[src/rtl/pbr_pkg.sv]
package pbr_pkg;
  localparam int NUM_BANDS  = 3;
  localparam int NUM_TIMERS = 2;
  localparam int TMR_LONG   = 0;
  localparam int TMR_SHORT  = 1;

  // One-hot band code: bit 0 low, bit 1 mid, bit 2 high.
  typedef logic [NUM_BANDS-1:0] band_vec_t;

  localparam band_vec_t BAND_LOW  = 3'b001;
  localparam band_vec_t BAND_MID  = 3'b010;
  localparam band_vec_t BAND_HIGH = 3'b100;

  // Maps the "still running" state of both timers to a band.
  function automatic band_vec_t band_select(input logic long_on, input logic short_on);
    if (short_on)     return BAND_HIGH;
    else if (long_on) return BAND_MID;
    else              return BAND_LOW;
  endfunction

  // Gates the synchronized level onto the chosen band.
  function automatic band_vec_t band_gate(input logic level, input band_vec_t band);
    return level ? band : '0;
  endfunction
endpackage

[src/rtl/pbr_sync_edge.sv]
module pbr_sync_edge #(
  parameter int SYNC_STAGES = 2
) (
  input  logic clk,
  input  logic rst,
  input  logic din,
  output logic level,
  output logic rise
);
  localparam int CHAIN_W = SYNC_STAGES + 1;

  logic [CHAIN_W-1:0] chain_q;
  logic               prev_level;

  always_ff @(posedge clk) begin
    if (rst) chain_q <= '0;
    else     chain_q <= {chain_q[CHAIN_W-2:0], din};
  end

  assign level      = chain_q[SYNC_STAGES-1];
  assign prev_level = chain_q[SYNC_STAGES];
  assign rise       = level & ~prev_level;

  // a trigger never lasts longer than one cycle
  a_r2_rise_single: assert property (@(posedge clk) disable iff (rst)
    rise |=> !rise);
endmodule

[src/rtl/pbr_oneshot.sv]
module pbr_oneshot #(
  parameter int CNT_W = 16
) (
  input  logic             clk,
  input  logic             rst,
  input  logic             trig,
  input  logic [CNT_W-1:0] ivl,
  output logic             active
);
  logic [CNT_W-1:0] cnt_q;
  logic [CNT_W-1:0] cnt_next;

  // Load interval-1 so that a gap exactly equal to the interval sees zero.
  function automatic logic [CNT_W-1:0] reload_count(input logic [CNT_W-1:0] v);
    return (v == '0) ? '0 : v - CNT_W'(1);
  endfunction

  function automatic logic [CNT_W-1:0] decay(input logic [CNT_W-1:0] v);
    return (v == '0) ? '0 : v - CNT_W'(1);
  endfunction

  always_comb begin
    if (trig) cnt_next = reload_count(ivl);
    else      cnt_next = decay(cnt_q);
  end

  always_ff @(posedge clk) begin
    if (rst) cnt_q <= '0;
    else     cnt_q <= cnt_next;
  end

  assign active = (cnt_q != '0);

  // the interval present at a trigger sets the count
  a_r10_reload: assert property (@(posedge clk) disable iff (rst)
    (trig && ivl != '0) |=> cnt_q == $past(ivl) - CNT_W'(1));
  // between triggers the count drops by one per cycle
  a_r4_decay: assert property (@(posedge clk) disable iff (rst)
    (!trig && cnt_q != '0) |=> cnt_q == $past(cnt_q) - CNT_W'(1));
  // an expired timer stays expired until retriggered
  a_r6_floor: assert property (@(posedge clk) disable iff (rst)
    (!trig && cnt_q == '0) |=> cnt_q == '0);
endmodule

[src/rtl/pulse_band_router.sv]
module pulse_band_router #(
  parameter int CNT_W       = 16,
  parameter int SYNC_STAGES = 2
) (
  input  logic             clk,
  input  logic             rst,
  input  logic             pulse_in,
  input  logic [CNT_W-1:0] ivl_long,
  input  logic [CNT_W-1:0] ivl_short,
  output logic             pass_low,
  output logic             pass_mid,
  output logic             pass_high,
  output logic             band_low,
  output logic             band_mid,
  output logic             band_high
);
  import pbr_pkg::*;

  logic                  in_level;
  logic                  in_rise;
  logic [NUM_TIMERS-1:0] tmr_active;
  logic [NUM_TIMERS-1:0] seen_q;
  logic [CNT_W-1:0]      ivl_arr [NUM_TIMERS];
  band_vec_t             band_held;
  band_vec_t             band_fresh;
  band_vec_t             band_now;
  band_vec_t             pass_vec;

  pbr_sync_edge #(.SYNC_STAGES(SYNC_STAGES)) u_sync (
    .clk   (clk),
    .rst   (rst),
    .din   (pulse_in),
    .level (in_level),
    .rise  (in_rise)
  );

  assign ivl_arr[TMR_LONG]  = ivl_long;
  assign ivl_arr[TMR_SHORT] = ivl_short;

  for (genvar t = 0; t < NUM_TIMERS; t++) begin : g_tmr
    pbr_oneshot #(.CNT_W(CNT_W)) u_tmr (
      .clk    (clk),
      .rst    (rst),
      .trig   (in_rise),
      .ivl    (ivl_arr[t]),
      .active (tmr_active[t])
    );
  end

  // Capture the timer state on the same edge that reloads the counters.
  always_ff @(posedge clk) begin
    if (rst)          seen_q <= '0;
    else if (in_rise) seen_q <= tmr_active;
  end

  assign band_held  = band_select(seen_q[TMR_LONG], seen_q[TMR_SHORT]);
  assign band_fresh = band_select(tmr_active[TMR_LONG], tmr_active[TMR_SHORT]);
  assign band_now   = in_rise ? band_fresh : band_held;
  assign pass_vec   = band_gate(in_level, band_now);

  assign band_low  = band_held[0];
  assign band_mid  = band_held[1];
  assign band_high = band_held[2];
  assign pass_low  = pass_vec[0];
  assign pass_mid  = pass_vec[1];
  assign pass_high = pass_vec[2];

  // one band at a time
  a_r7_one_band: assert property (@(posedge clk) disable iff (rst)
    $countones({band_high, band_mid, band_low}) == 1);
  // pulses go to one output at most
  a_r8_pass_excl: assert property (@(posedge clk) disable iff (rst)
    $onehot0({pass_high, pass_mid, pass_low}));
  // the short timer cannot outlive the long one (needs ivl_long > ivl_short)
  a_r4_nested: assert property (@(posedge clk) disable iff (rst)
    tmr_active[TMR_SHORT] |-> tmr_active[TMR_LONG]);
  // the decision holds between triggers
  a_r9_hold: assert property (@(posedge clk) disable iff (rst)
    !in_rise |=> $stable({band_high, band_mid, band_low}));
endmodule

[config.mk]
export PLATFORM = sky130hd
export DESIGN_NAME = pulse_band_router
export DESIGN_NICKNAME = d
export VERILOG_FILES = /design/src/rtl/pbr_pkg.sv /design/src/rtl/pbr_sync_edge.sv /design/src/rtl/pbr_oneshot.sv /design/src/rtl/pulse_band_router.sv
export SDC_FILE = /design/constraint.sdc
export NUM_CORES = 1
export LEC_CHECK = 0
export ABC_AREA = 1
export BUFFER_PORTS_ARGS = -buffer_cell sky130_fd_sc_hd__buf_2
export CORE_UTILIZATION = 60
export CTS_BUF_LIST = sky130_fd_sc_hd__clkbuf_2
export DETAILED_ROUTE_END_ITERATION = 10
export GPL_TIMING_DRIVEN = 0
export PLACE_DENSITY = 0.93
export SYNTH_ARGS = -nofsm -noshare
export SYNTH_HDL_FRONTEND = slang
export SYNTH_SLANG_ARGS = --single-unit
[constraint.sdc]
create_clock -name clk -period 1.9 [get_ports clk]
set_input_delay 0.285 -clock clk [delete_from_list [all_inputs] [get_ports clk]]
set_output_delay 0.285 -clock clk [all_outputs]
set_load 0.03 [all_outputs]
==> impl_metrics.py <==
metrics = {
    "sta": {
        "setup_tns_ns": -0.452,
        "timing.final.crit_share": 1.11,
        "fin_crit_ns": 2.12,
        "fin_ws_ns": -0.217,
        "slew_headroom": 0.545,
        "finalMaxSlewViolations": 0,
        "rsz0062_at_grt": "yes",
        "holdWs_ns": 0.0486,
        "fin_skew_ns": 0.0451,
        "tightest_slew_ns": 0.682,
        "max_freq_mhz": 472,
        "setup_violations": 3,
        "final_hold_viol_count": 0,
    },
    "setup_path": {
        "arrival_ns": 1.83,
        "required_ns": 1.62,
        "start_kind": "flop",
        "rrSetupSlack_ns": 0.19,
        "critical_path_class": "flop to primary output",
        "endpoint_kind": "primary output",
        "crit_fanout": 3,
        "rr_worst_depth": 8,
    },
    "synthesis": {
        "netlist_area_mm2": 0.00309,
        "synth_edf_count": 0,
        "synthCells": 514,
        "synth_nets": 555,
        "synthArstFlopShare": 0,
        "ys_seq_area_frac": 0.240,
        "netlist.area_leader.share": 0.240,
        "yosys_warnings": 0,
        "yosysTopAreaCell": "dfxtp_1",
        "synth_ff_type": "dfxtp_1",
        "syn_avg_cell_area_um2": 6.01,
        "ys_seq_elements": 37,
        "yosys-top-cells-count": "146 x nand2_1, 105 x nor2_1, 55 x inv_1",
        "yosysMostFrequentCell": "nand2_1",
        "yosysUniqueCellTypes": 30,
        "synth_area_leaders": "dfxtp_1 24%, nand2_1 18%, nor2_1 13%, nand3_1 7.0%, inv_1 6.7%",
    },
    "floorplanning": {
        "rows": 25,
        "coreArea_mm2": 0.00485,
        "start_util": 0.637,
        "die_width_um": 73.7,
        "dieHeight_um": 73.7,
        "die_area_mm2": 0.00544,
        "io_pins": 41,
    },
    "clock_tree": {
        "cts_hold_buffers": 0,
        "cts_tree": "done",
        "cts_made_buffers": 5,
        "clock_latency_ns": 0.45,
        "cts_root_buf": "clkbuf_2",
        "clock_sinks": 37,
        "htreeDepth": 2,
        "clockBufferDepth": 2,
        "cts.clk_slew.worst_paths_ns": 0.24,
    },
    "placed_design": {
        "port_buffers": 39,
        "dp_hpwl_um": 6000,
        "gp_congestion": 0.939,
        "post-place-cells": 620,
    },
    "drt": {
        "routed_wl_um": 9810,
        "first_iter_violations": 343,
        "highest_layer": "met4",
        "m1WireLength_um": 3740,
        "wl_met3_um": 1100,
        "drtPass1Iterations": 6,
        "ant_nets": 0,
        "wire_per_inst_um": 15.1,
        "drcViolationCount": 0,
        "met2_length_um": 4420,
        "routed_via_density": 5.77,
        "vias": 3746,
    },
    "cells_and_area": {
        "insertedDiodeCount": 0,
        "regArea_um2": 773,
        "fin_cells": 649,
        "fill_cells": 315,
        "area_growth_pct": 20.7,
        "drive_gt1_frac": 0.292,
        "multi_input_area_mm2": 0.00217,
        "nNetsFinal": 622,
    },
    "global_route": {
        "grt_overflow": 0,
        "grt_pass1_wl_um": 14600,
        "grt_max_degree": 13,
        "grt_pass1_vias": 3281,
        "track_usage": 0.352,
        "antenna_found_initial": 0,
    },
    "run": {
        "max_cap_viol_count": 0,
    },
    "power_and_ir_drop": {
        "irDropWorstVdd_mv": 0.649,
        "p_leak_uw": 0.00182,
        "p_comb_frac": 0.686,
        "p_int_uw": 2750,
        "switching_share": 0.530,
        "clkPwrFrac": 0.071,
        "p_sw_uw": 3090,
        "power_density_mw_per_mm2": 1570,
        "seq_power_share": 0.244,
    },
    "worst_hold_path": {
        "min_path_type": "input pin to flop",
        "worstHoldPathCells": 3,
    },
    "outcome": {
        "violations": "negative setup slack",
        "status": "finished, violations left",
    },
}
## cells in the final DEF (no fill, tap or decap), types with 3 or more instances in the layout
| cell | count |
|---|---|
| nand3_2 | 5 |
| nand2_4 | 4 |
| dfxtp_1 | 15 |
| xnor2_1 | 5 |
| dfxtp_2 | 20 |
| nor2_1 | 99 |
| or2_2 | 3 |
| nand2_1 | 141 |
| clkbuf_2 | 5 |
| buf_2 | 37 |
| nor2_2 | 7 |
| nor2_4 | 15 |
| nand3_1 | 41 |
| ha_1 | 4 |
| inv_1 | 51 |
| nand4_1 | 8 |
| a21oi_1 | 20 |
| buf_4 | 24 |
| inv_2 | 10 |
| xor2_1 | 18 |
| nand2_2 | 15 |
| a21oi_2 | 10 |
## critical path, cell delays in order, from the launching register on
cell	delay [ns]
dfxtp_2	0.39
inv_2	0.09
ha_4	0.15
nand3_4	0.06
nor2_4	0.13
nand2_4	0.07
nand2_2	0.06
o211ai_1	0.08
a21oi_1	0.15
buf_4	0.19
## routing by layer
metal,vias up,global-route usage
met4,0,0.141
li1,1723,-
met3,78,0.0741
met2,285,0.585
met5,-,0
met1,1660,0.443
## registers in the layout (all words and copies together) (netlist names)
register / flops
seen_q: 2
u_sync.chain_q: 3
g_tmr.u_tmr.cnt_q: 32
## area by class of cell
cell class              instances  share of cell area
clock inverters                 3             0.00470
flip-flops and latches         37               0.208
inverters                      63              0.0648
plain buffers                   7              0.0158
clock buffers                   5             0.00672
multi-input cells             407               0.581
repair buffers                 60              0.0967
well taps                      67              0.0225
## cell families after synthesis
kind of cell,count (synthesis),share of synthesized area
DFF,37,0.240
adders and majority gates,6,0.0243
AOI/OAI and AO/OA,35,0.0750
buffers and inverters,70,0.0952
and+or+nand+nor,343,0.500
xor gates and xnor gates,23,0.0652
## metrics by stage
step	instance area [um2]	worst slack, ns	utilization	power, uW
final	3730	-0.217	0.769	5840
after global routing	3730	-0.266	0.769	6140
after CTS	3630	-0.0826	0.750	5180
after detailed placement	3370	0.197	0.694	4350
after global placement	3370	0.211	0.694	4210
after floorplan	3090	0.0421	-	3780
## what timing repair did
item | 4_1_cts | 5_1_grt
resized for setup | 44 | 15
pin swaps | 13 | 5
endpoints found under the setup margin | 3 | 3
buffers inserted | 16 | 5
## final timing paths
path                        endpoint                     from
max                         pass_low  g_tmr[0].u_tmr.cnt_q[1]
min                u_sync.chain_q[0]                 pulse_in
max reg2reg  g_tmr[0].u_tmr.cnt_q[7]  g_tmr[0].u_tmr.cnt_q[1]
min reg2reg        u_sync.chain_q[1]        u_sync.chain_q[0]
## power groups by stage
stage               Clock [uW]  Sequential (uW)  Combinational, uW
global route               420             1430               4280
floorplan                    0             1280               2500
detailed placement           0             1340               3010
finish                     413             1420               4010
global placement             0             1320               2890
CTS                        375             1350               3460
Power figures use the tool's default switching activity.
